[config.mk]
export PLATFORM = sky130hd
export DESIGN_NAME = ilr_router
export DESIGN_NICKNAME = d
export VERILOG_FILES = /design/src/rtl/ilr_pkg.sv /design/src/rtl/ilr_decode.sv /design/src/rtl/ilr_irq_state.sv /design/src/rtl/ilr_evt_sched.sv /design/src/rtl/ilr_router.sv
export SDC_FILE = /design/constraint.sdc
export NUM_CORES = 2
export LEC_CHECK = 0
export ABC_AREA = 1
export BUFFER_PORTS_ARGS = -buffer_cell sky130_fd_sc_hd__buf_2
export CORE_MARGIN = 5
export CORE_UTILIZATION = 45
export CTS_CLUSTER_DIAMETER = 30
export CTS_CLUSTER_SIZE = 14
export DETAILED_ROUTE_END_ITERATION = 10
export PLACE_DENSITY = 0.58
export SLEW_MARGIN = 20
export SYNTH_ARGS = -nofsm -noshare
export SYNTH_HDL_FRONTEND = slang
export SYNTH_SLANG_ARGS = --single-unit
export TNS_END_PERCENT = 10
[constraint.sdc]
create_clock -name clk -period 38.2 [get_ports clk]
set_input_delay 7.64 -clock clk [delete_from_list [all_inputs] [get_ports clk]]
set_output_delay 7.64 -clock clk [all_outputs]
set_load 0.005 [all_outputs]
[src/rtl/ilr_pkg.sv]
`timescale 1ns/1ps
package ilr_pkg;

  // Which kind of register a bus slot selects
  typedef enum logic [1:0] {
    SLOT_REQ  = 2'd0,
    SLOT_MASK = 2'd1,
    SLOT_MSKD = 2'd2,
    SLOT_NONE = 2'd3
  } ilr_slot_e;

  // Size code of the only legal access (2**3 bytes)
  localparam logic [1:0] SIZE_DWORD = 2'd3;

  // Byte offset bits consumed inside one register slot
  localparam int SLOT_SHIFT = 6;

endpackage

[src/rtl/ilr_decode.sv]
`timescale 1ns/1ps
module ilr_decode
  import ilr_pkg::*;
#(
  parameter int ADDR_W  = 12,
  parameter int NUM_CPU = 4,
  localparam int CPU_W  = (NUM_CPU > 1) ? $clog2(NUM_CPU) : 1,
  localparam int SLOT_W = ADDR_W - SLOT_SHIFT
) (
  input  logic [ADDR_W-1:0] addr,
  input  logic [1:0]        size,
  input  logic              we,
  output ilr_slot_e         slot_cls,
  output logic [CPU_W-1:0]  slot_cpu,
  output logic              acc_err
);

  logic [SLOT_W-1:0] slot;
  int                slot_i;

  assign slot   = addr[ADDR_W-1:SLOT_SHIFT];
  assign slot_i = int'(slot);

  always_comb begin
    slot_cls = SLOT_NONE;
    slot_cpu = '0;
    if (slot_i == 0) begin
      slot_cls = SLOT_REQ;
    end else if (slot_i <= NUM_CPU) begin
      slot_cls = SLOT_MASK;
      slot_cpu = CPU_W'(slot_i - 1);
    end else if (slot_i <= 2 * NUM_CPU) begin
      slot_cls = SLOT_MSKD;
      slot_cpu = CPU_W'(slot_i - 1 - NUM_CPU);
    end
  end

  always_comb begin
    acc_err = 1'b0;
    if (size != SIZE_DWORD)                 acc_err = 1'b1;
    else if (slot_cls == SLOT_NONE)         acc_err = 1'b1;
    else if (we && (slot_cls != SLOT_MASK)) acc_err = 1'b1;
  end

endmodule

[src/rtl/ilr_irq_state.sv]
`timescale 1ns/1ps
module ilr_irq_state #(
  parameter int NUM_CPU  = 4,
  parameter int NUM_LINE = 64,
  localparam int CPU_W   = (NUM_CPU > 1) ? $clog2(NUM_CPU) : 1,
  localparam int LINE_W  = $clog2(NUM_LINE)
) (
  input  logic                               clk,
  input  logic                               rst_n,
  input  logic                               mask_we,
  input  logic [CPU_W-1:0]                   mask_cpu,
  input  logic [NUM_LINE-1:0]                mask_wdata,
  input  logic                               set_en,
  input  logic [LINE_W-1:0]                  set_line,
  input  logic                               clr_en,
  input  logic [LINE_W-1:0]                  clr_line,
  output logic [NUM_LINE-1:0]                req_q,
  output logic [NUM_CPU-1:0][NUM_LINE-1:0]   mask_q,
  output logic [NUM_CPU-1:0][NUM_LINE-1:0]   masked,
  output logic [NUM_CPU-1:0][NUM_LINE-1:0]   post_ev,
  output logic [NUM_CPU-1:0][NUM_LINE-1:0]   clr_ev
);

  logic [NUM_LINE-1:0] req_d;
  logic                req_en;
  logic [NUM_LINE-1:0] set_hot;
  logic [NUM_LINE-1:0] clr_hot;
  logic                clr_live;

  assign set_hot  = NUM_LINE'(1) << set_line;
  assign clr_hot  = NUM_LINE'(1) << clr_line;
  assign clr_live = clr_en && req_q[clr_line];

  // Global request register
  assign req_en = set_en | clr_live;

  always_comb begin
    req_d = req_q;
    if (set_en)   req_d = req_d | set_hot;
    if (clr_live) req_d = req_d & ~clr_hot;
  end

  always_ff @(posedge clk or negedge rst_n) begin
    if (!rst_n)      req_q <= '0;
    else if (req_en) req_q <= req_d;
  end

  // Per-CPU mask register, enabled view and event vectors
  for (genvar c = 0; c < NUM_CPU; c++) begin : g_cpu
    logic                mask_en;
    logic [NUM_LINE-1:0] changed;

    assign mask_en   = mask_we && (mask_cpu == CPU_W'(c));
    assign masked[c] = mask_q[c] & req_q;
    assign changed   = mask_q[c] ^ mask_wdata;

    always_ff @(posedge clk or negedge rst_n) begin
      if (!rst_n)       mask_q[c] <= '0;
      else if (mask_en) mask_q[c] <= mask_wdata;
    end

    always_comb begin
      post_ev[c] = '0;
      clr_ev[c]  = '0;
      if (mask_en) begin
        post_ev[c] = changed & mask_wdata & req_q;
        clr_ev[c]  = changed & masked[c];
      end else if (set_en) begin
        post_ev[c] = mask_q[c] & set_hot;
      end else if (clr_live) begin
        clr_ev[c]  = masked[c] & clr_hot;
      end
    end
  end

endmodule

[src/rtl/ilr_evt_sched.sv]
`timescale 1ns/1ps
module ilr_evt_sched #(
  parameter int NUM_CPU  = 4,
  parameter int NUM_LINE = 64,
  localparam int CPU_W   = (NUM_CPU > 1) ? $clog2(NUM_CPU) : 1,
  localparam int LINE_W  = $clog2(NUM_LINE)
) (
  input  logic                             clk,
  input  logic                             rst_n,
  input  logic                             load,
  input  logic [NUM_CPU-1:0][NUM_LINE-1:0] post_in,
  input  logic [NUM_CPU-1:0][NUM_LINE-1:0] clr_in,
  output logic                             busy,
  output logic                             evt_post,
  output logic                             evt_clr,
  output logic [CPU_W-1:0]                 evt_cpu,
  output logic [LINE_W-1:0]                evt_line
);

  logic [NUM_CPU-1:0][NUM_LINE-1:0] post_q, post_d;
  logic [NUM_CPU-1:0][NUM_LINE-1:0] clr_q, clr_d;
  logic [NUM_CPU-1:0]               cpu_hit;
  logic [CPU_W-1:0]                 sel_cpu;
  logic [LINE_W-1:0]                sel_line;
  logic [NUM_LINE-1:0]              sel_vec;
  logic                             pend_en;

  function automatic logic [LINE_W-1:0] lowest_set(input logic [NUM_LINE-1:0] v);
    logic [LINE_W-1:0] r;
    r = '0;
    for (int i = NUM_LINE - 1; i >= 0; i--) begin
      if (v[i]) r = LINE_W'(i);
    end
    return r;
  endfunction

  for (genvar c = 0; c < NUM_CPU; c++) begin : g_hit
    assign cpu_hit[c] = |(post_q[c] | clr_q[c]);
  end

  assign busy = |cpu_hit;

  always_comb begin
    sel_cpu = '0;
    for (int c = NUM_CPU - 1; c >= 0; c--) begin
      if (cpu_hit[c]) sel_cpu = CPU_W'(c);
    end
  end

  assign sel_vec  = post_q[sel_cpu] | clr_q[sel_cpu];
  assign sel_line = lowest_set(sel_vec);

  assign evt_post = busy &&  post_q[sel_cpu][sel_line];
  assign evt_clr  = busy && !post_q[sel_cpu][sel_line];
  assign evt_cpu  = sel_cpu;
  assign evt_line = sel_line;

  // Next state: load a fresh batch when idle, else retire one event
  assign pend_en = load | busy;

  always_comb begin
    post_d = post_q;
    clr_d  = clr_q;
    if (load) begin
      post_d = post_in;
      clr_d  = clr_in;
    end else if (busy) begin
      post_d[sel_cpu][sel_line] = 1'b0;
      clr_d[sel_cpu][sel_line]  = 1'b0;
    end
  end

  always_ff @(posedge clk or negedge rst_n) begin
    if (!rst_n) begin
      post_q <= '0;
      clr_q  <= '0;
    end else if (pend_en) begin
      post_q <= post_d;
      clr_q  <= clr_d;
    end
  end

endmodule

[src/rtl/ilr_router.sv]
`timescale 1ns/1ps
module ilr_router
  import ilr_pkg::*;
#(
  parameter int ADDR_W   = 12,
  parameter int DATA_W   = 64,
  parameter int NUM_CPU  = 4,
  parameter int NUM_LINE = 64,
  localparam int CPU_W   = (NUM_CPU > 1) ? $clog2(NUM_CPU) : 1,
  localparam int LINE_W  = $clog2(NUM_LINE)
) (
  input  logic               clk,
  input  logic               rst_n,
  input  logic               bus_req,
  input  logic               bus_we,
  input  logic [1:0]         bus_size,
  input  logic [ADDR_W-1:0]  bus_addr,
  input  logic [DATA_W-1:0]  bus_wdata,
  output logic               bus_rdy,
  output logic               bus_ack,
  output logic               bus_err,
  output logic [DATA_W-1:0]  bus_rdata,
  input  logic               dev_set_vld,
  input  logic [LINE_W-1:0]  dev_set_line,
  output logic               dev_set_rdy,
  input  logic               dev_clr_vld,
  input  logic [LINE_W-1:0]  dev_clr_line,
  output logic               dev_clr_rdy,
  output logic [NUM_CPU-1:0] irq_lvl,
  output logic               evt_post,
  output logic               evt_clr,
  output logic [CPU_W-1:0]   evt_cpu,
  output logic [LINE_W-1:0]  evt_line
);

  // Reset: asserted asynchronously, released on the clock
  logic rst_s1_q, rst_i_n;

  always_ff @(posedge clk or negedge rst_n) begin
    if (!rst_n) begin
      rst_s1_q <= 1'b0;
      rst_i_n  <= 1'b0;
    end else begin
      rst_s1_q <= 1'b1;
      rst_i_n  <= rst_s1_q;
    end
  end

  ilr_slot_e                        slot_cls;
  logic [CPU_W-1:0]                 slot_cpu;
  logic                             acc_err;
  logic                             busy;
  logic                             bus_go, set_go, clr_go;
  logic                             mask_we;
  logic                             ev_load;
  logic [NUM_LINE-1:0]              req_w;
  logic [NUM_CPU-1:0][NUM_LINE-1:0] mask_w;
  logic [NUM_CPU-1:0][NUM_LINE-1:0] masked_w;
  logic [NUM_CPU-1:0][NUM_LINE-1:0] post_ev;
  logic [NUM_CPU-1:0][NUM_LINE-1:0] clr_ev;
  logic [DATA_W-1:0]                rd_mux;
  logic                             ack_d, err_d;
  logic [DATA_W-1:0]                rdata_d;

  ilr_decode #(
    .ADDR_W  (ADDR_W),
    .NUM_CPU (NUM_CPU)
  ) u_decode (
    .addr     (bus_addr),
    .size     (bus_size),
    .we       (bus_we),
    .slot_cls (slot_cls),
    .slot_cpu (slot_cpu),
    .acc_err  (acc_err)
  );

  // Arbitration: bus, then deassert, then assert; nothing while busy
  assign bus_rdy     = !busy;
  assign dev_clr_rdy = !busy && !bus_req;
  assign dev_set_rdy = !busy && !bus_req && !dev_clr_vld;

  assign bus_go  = bus_req && bus_rdy;
  assign clr_go  = dev_clr_vld && dev_clr_rdy;
  assign set_go  = dev_set_vld && dev_set_rdy;
  assign mask_we = bus_go && bus_we && !acc_err;
  assign ev_load = mask_we || set_go || clr_go;

  ilr_irq_state #(
    .NUM_CPU  (NUM_CPU),
    .NUM_LINE (NUM_LINE)
  ) u_state (
    .clk        (clk),
    .rst_n      (rst_i_n),
    .mask_we    (mask_we),
    .mask_cpu   (slot_cpu),
    .mask_wdata (bus_wdata[NUM_LINE-1:0]),
    .set_en     (set_go),
    .set_line   (dev_set_line),
    .clr_en     (clr_go),
    .clr_line   (dev_clr_line),
    .req_q      (req_w),
    .mask_q     (mask_w),
    .masked     (masked_w),
    .post_ev    (post_ev),
    .clr_ev     (clr_ev)
  );

  ilr_evt_sched #(
    .NUM_CPU  (NUM_CPU),
    .NUM_LINE (NUM_LINE)
  ) u_sched (
    .clk      (clk),
    .rst_n    (rst_i_n),
    .load     (ev_load),
    .post_in  (post_ev),
    .clr_in   (clr_ev),
    .busy     (busy),
    .evt_post (evt_post),
    .evt_clr  (evt_clr),
    .evt_cpu  (evt_cpu),
    .evt_line (evt_line)
  );

  for (genvar c = 0; c < NUM_CPU; c++) begin : g_irq
    assign irq_lvl[c] = |masked_w[c];
  end

  // Read data selection
  always_comb begin
    unique case (slot_cls)
      SLOT_REQ:  rd_mux = DATA_W'(req_w);
      SLOT_MASK: rd_mux = DATA_W'(mask_w[slot_cpu]);
      SLOT_MSKD: rd_mux = DATA_W'(masked_w[slot_cpu]);
      default:   rd_mux = '0;
    endcase
  end

  // Response next state and register
  always_comb begin
    ack_d   = bus_go;
    err_d   = bus_go && acc_err;
    rdata_d = '0;
    if (bus_go && !bus_we && !acc_err) rdata_d = rd_mux;
  end

  always_ff @(posedge clk or negedge rst_i_n) begin
    if (!rst_i_n) begin
      bus_ack   <= 1'b0;
      bus_err   <= 1'b0;
      bus_rdata <= '0;
    end else begin
      bus_ack   <= ack_d;
      bus_err   <= err_d;
      bus_rdata <= rdata_d;
    end
  end

endmodule

Yosys cells after proc, flatten, opt, wreduce, memory -nomap -nowiden

Index checks and enable logic that the tools add are counted.

Bits in registers: 900
Logic and storage cells: 242
Output and inout bits: 83
Bits of input ports: 96

Mux-type cells: 121
Reductions and logical operators: 42
Add/subtract/negate cells: 2
Shift operators: 2
Equal/unequal tests: 8
Bitwise logic cells: 41
$lt $le $gt $ge: 8

Operators with widths:

| cell                                                | count |
|---|---|
| 2-to-1 mux 64 bit                                   | 28 |
| bitwise AND 64 bit                                  | 25 |
| 2-to-1 mux 256 bit                                  | 4 |
| bitwise AND 256 bit                                 | 2 |
| binary-select mux 64 bit (select 2 bit)             | 4 |
| OR reduction 64 bit                                 | 8 |
| 2-to-1 mux 6 bit                                    | 64 |
| OR 64 bit                                           | 6 |
| inverter 256 bit                                    | 1 |
| OR reduction 256 bit                                | 1 |
| bitwise XOR 64 bit                                  | 4 |
| one-hot mux 64 bit (3 select lines)                 | 1 |
| demux 64 bit (select 2 bit)                         | 1 |
| left shift 1 x 6 -> 64 bit, first input constant    | 2 |
| inverter 64 bit                                     | 1 |
| zero test 32 bit                                    | 1 |
| logical AND 1 bit                                   | 20 |
| 2-to-1 mux 2 bit                                    | 9 |
| < comparator 6 x 7 -> 1 bit, second input constant  | 2 |
| binary-select mux 1 bit (select 6 bit)              | 2 |
| equality test 2 bit, second input constant          | 4 |
| 2-to-1 mux 1 bit                                    | 7 |
| demux 1 bit (select 6 bit)                          | 1 |
| >= comparator 6 x 1 -> 1 bit, second input constant | 1 |
| other kinds (14)                                    | 25 |

Longest topological paths before layout

Word-level depth: 83
Gate-level depth with buffers: 89
Depth with buffers taken out: 87

Cells and area by module

Synthesis repeated with hierarchy kept, for this count alone.

Cell total of the unflattened synthesis: 9648
Area total of the unflattened synthesis: 63602.2 um^2

Modules (own cells, without submodules):

| module        | cells each | instances | seq. area each (um^2) | area an instance (um^2) |
|---|---|---|---|---|
| ilr_evt_sched | 3803       | 1         | 12812.3               | 28154.5 |
| ilr_irq_state | 3984       | 1         | 8007.7                | 26267.7 |
| ilr_router    | 1837       | 1         | 1701.6                | 9068.7 |
| ilr_decode    | 24         | 1         | 0.0                   | 111.4 |

Least setup slack after synthesis

No wires, ideal clock.

Path kind: input to output
Start point: in bus_req
End point: out dev_set_rdy
Data required time: 30.560 ns
Data arrival time: 7.924 ns
Buffers on the path: 0
Setup slack: 22.636 ns
Stages on the path: 3
Path through: inv_1 > nand2_1 > nor2_1

Longest elaborated chain between the ends: 3

Ends and longest elaborated chain:

| element                         | RTL line         | text |
|---|---|---|
| start: declaration              | ilr_router.sv:14 | `input logic bus_req,` |
| zero test 1 bit                 | ilr_router.sv:80 | `assign dev_set_rdy = !busy && !bus_req && !dev_clr_vld;` |
| logical AND 1 bit (2 in series) | ilr_router.sv:80 |  |
| end: declaration                | ilr_router.sv:25 | `output logic dev_set_rdy,` |

No other way between the ends.

Final worst setup path

Start point: reg u_sched.clr_q[41] in the netlist's numbering
End point: out evt_clr

Longest elaborated chain between the ends: 74
Elaborated cells on any way between the ends: 77
Classes of those cells: mux (71); bitwise (2); reduce/logical (4)

Ends and longest elaborated chain:

| element                                                           | RTL line                                 | text |
|---|---|---|
| start: declaration                                                | ilr_evt_sched.sv:21                      | `logic [NUM_CPU-1:0][NUM_LINE-1:0] clr_q, clr_d;` |
| start signal: assignment                                          | ilr_evt_sched.sv:79                      | `clr_q <= clr_d;` |
| OR 64 bit                                                         | ilr_evt_sched.sv:38                      | `assign cpu_hit[c] = \|(post_q[c] \| clr_q[c]);` |
| OR reduction 64 bit                                               | ilr_evt_sched.sv:38                      |  |
| 2-to-1 mux 2 bit                                                  | ilr_evt_sched.sv:46                      | `if (cpu_hit[c]) sel_cpu = CPU_W'(c);` |
| binary-select mux 64 bit (select 2 bit), on equally long branches | ilr_evt_sched.sv:50, ilr_evt_sched.sv:54 |  |
| 2-to-1 mux 64 bit, on equally long branches                       | ilr_evt_sched.sv:50, ilr_evt_sched.sv:54 |  |
| OR 64 bit                                                         | ilr_evt_sched.sv:50                      | `assign sel_vec = post_q[sel_cpu] \| clr_q[sel_cpu];` |
| 2-to-1 mux 6 bit (64 in series)                                   | ilr_evt_sched.sv:32                      | `if (v[i]) r = LINE_W'(i);` |
| binary-select mux 1 bit (select 6 bit)                            | ilr_evt_sched.sv:54                      | `assign evt_clr = busy && !post_q[sel_cpu][sel_line];` |
| 2-to-1 mux 1 bit (implied by the code)                            | ilr_evt_sched.sv:54                      |  |
| zero test 1 bit                                                   | ilr_evt_sched.sv:54                      |  |
| logical AND 1 bit *                                               | ilr_evt_sched.sv:54                      |  |
| end: declaration                                                  | ilr_router.sv:31                         | `output logic evt_clr,` |

Every way passes the cells marked *; elsewhere a longest branch is shown, timed or not. The select of a mux whose other input is x is not followed.

==> flow_metrics.py <==
metrics = {
    "status": {
        "status": "finished, final reports clean",
    },
    "pwr": {
        "pwr_density_cell_nw_per_um2": 67.17,
        "cellLeakagePower_nw": 27.82,
        "ir_drop_v": 0.0001306,
    },
    "critical_path": {
        "cpPeakStageDelay_ps": 800,
        "cp_num_buf_inv": 3,
        "cp_slowest_cell": "nor2_4",
        "crit_family": "simple AND/OR/NAND/NOR gates",
        "crit_fanout": 31,
        "cp_common_cell": "nand2_1",
        "cp.required_ps": 30560,
        "crit_path_start_kind": "flop",
        "reg2reg_slack_ps": 26010,
        "reg2reg_from": "u_sched.clr_q[41]",
        "worstSetupEndpointType": "primary output",
        "rr_endpoint": "u_sched.post_q[239]",
        "crit_arrival_ps": 12420,
        "r2r.worst_path.cells": 81,
        "worstSetupPathType": "reg2out",
    },
    "floorplan": {
        "start_util_pct": 45.43,
        "rows": 126,
        "die-area_um2": 126500,
        "die_y_um": 355.7,
        "die_x_um": 355.7,
        "pin_count": 179,
        "core_um2": 118400,
    },
    "sta": {
        "maxSlewViolCount": 0,
        "setup_viol": 0,
        "fin_crit_ps": 20060,
        "max_slew_margin_pct": 8.660,
        "tns_ps": 0,
        "finalCritPeriodShare_pct": 52.51,
        "fmax_mhz": 49.85,
        "skew_ps": 59.16,
        "rsz0062_at_grt": "no",
        "hold_viol": 0,
        "worst_slew_pin_slew_ps": 1367,
    },
    "yosys": {
        "syn-cell-area_um2": 53790,
        "avgSynthCellArea_um2": 7.598,
        "synth_top_flop_cell": "dfrtp_1",
        "ys_ff_latch": 900,
        "synth_edf_count": 0,
        "synth_cells": 7079,
        "ys_seq_area_share_pct": 41.87,
        "syn-num-nets": 7432,
        "synth-async-reset-ratio_pct": 100.0,
        "synth_cell_type_count": 55,
        "yosysWarningCount": 0,
    },
    "finish": {
        "layout-drive-gt1-share_pct": 10.79,
        "nets": 7597,
        "final_cell_mix": "nand2_1, dfrtp_1, nor2_1",
        "final_cells": 9054,
        "mostFrequentLayoutCell": "nand2_1",
        "finalInstanceArea_um2": 65280,
        "area_growth_pct": 21.36,
        "utilization_pct": 55.13,
    },
    "grt": {
        "grt_max_degree": 185,
        "grt_pass1_wl_um": 407200,
        "antenna_found_initial": 38,
        "grt_use_total_pct": 44.84,
        "grt_pass1_vias": 55826,
        "overflow": 0,
    },
    "min_path": {
        "hold_path.class": "reg2reg",
        "hold_start": "rst_s1_q",
        "holdPathEnd": "rst_i_n",
        "hold_depth": 0,
    },
    "routing": {
        "drtIter0Drc": 8941,
        "dr.pass1.iters": 8,
        "routedWlPerCell_um": 32.20,
        "drtAntennaViolNets": 0,
        "avgViaCountPerCell": 6.526,
        "route.vias.total": 59088,
        "drc_errors": 0,
        "wirelength_um": 291500,
    },
    "clock_network": {
        "cts_root_buf": "clkbuf_16",
        "clkTransAtPathRegs_ps": 50,
        "cts_buffer_depth": 4,
        "cts.sinks": 900,
        "cts_setup_buffers": 0,
        "clkLatencyLatePin_ps": 910,
        "cts-buffers-inserted": 274,
        "cts_tree": "built",
        "postCtsHoldBufs": 0,
        "htreeDepth": 5,
        "ctsResizeCount": 0,
    },
    "placed_design": {
        "gp_congestion": 1.061,
        "dpl_cell_area_um2": 56180,
        "hpwlAfterDp_um": 194700,
        "post-place-cells": 8568,
        "io_buffers": 172,
    },
    "run": {
        "cap_violations": 0,
    },
}
## worst reg2reg max path, delay by kind of cell, from the launching register on
kind            cells  cell delay (ps)
compound gates      2              650
simple gates       78            10390
flops               1              400
buf+inv             1              560
## cells by family after synthesis
family,share of synthesized area [%]
and+or+nand+nor,24.66
AOI/OAI and AO/OA,19.96
adders and majority gates,5.978
buffers and inverters,7.520
DFF,41.87
other,0.006972
## worst max-delay path by stage
stage / from / to / slack, ps / cells past startpoint
2_1_floorplan: rst_i_n / bus_ack / 11260 / 0
3_3_place_gp: u_sched.clr_q[42] / evt_clr / 20040 / 86
3_5_place_dp: u_sched.clr_q[41] / evt_clr / 20100 / 86
4_1_cts: u_sched.clr_q[42] / evt_clr / 19150 / 86
5_1_grt: u_sched.clr_q[42] / evt_clr / 17810 / 85
6_report: u_sched.clr_q[41] / evt_clr / 18140 / 86
## sequential cells by signal, indices dropped and copies added (netlist names)
register,flops
bus_ack,1
rst_s1_q,1
u_sched.post_q,256
bus_rdata,64
u_state.mask_q,256
rst_i_n,1
bus_err,1
u_state.req_q,64
u_sched.clr_q,256
## area by class of cell
class | count | area (µm²)
clock inverters | 93 | 1197
fillers | 11402 | 53120
inverters | 670 | 2529
well taps | 1600 | 2002
clock buffers | 372 | 7830
repair buffers | 280 | 1722
flip-flops and latches | 900 | 22530
multi-input cells | 5118 | 27420
diodes | 21 | 52.55
## per-layer routing
metal  share of wire (%)  vias to the layer above  GRT usage, %  routed length (µm)
met1                  37                    28414         56.47              106800
met2                  39                     4598         60.76              113800
met3                  15                     1253         17.85               43200
met5               0.052                        -             0                 151
li1                    -                    24799             -                   -
met4                 9.4                       24         35.25               27520
## per-stage QoR
stage | hold slack (ps) | total power [mW] | setup WS (ps)
after CTS | 353.7 | 4.285 | 19150
after global routing | 370.4 | 4.434 | 17810
after global placement | 340.8 | 2.050 | 20040
after floorplan | 331.2 | 1.474 | 11260
after detailed placement | 338.0 | 2.049 | 20100
final | 346.6 | 4.385 | 18140
## synth_stat cells (85+ instances only)
master / n / area share, %
a21oi_1: 121 / 1.1
clkbuf_1: 335 / 2.3
dfrtp_1: 900 / 42
ha_1: 257 / 6.0
inv_1: 651 / 4.5
nand2_1: 1514 / 11
nand3_1: 536 / 5.0
nand4_1: 114 / 1.3
nor2_1: 811 / 5.7
o21ai_0: 757 / 7.0
o21ai_1: 146 / 1.4
o22ai_1: 85 / 0.99
o311ai_0: 100 / 1.6
o311ai_1: 92 / 1.5
## where the power goes
group	internal, mW	leakage, nW	switching [mW]
clock network	1.58	4.41	0.661
logic	0.196	13.1	0.948
registers	0.976	10.3	0.0202
total	2.76	27.8	1.63
(Power assumes the default switching activity.)
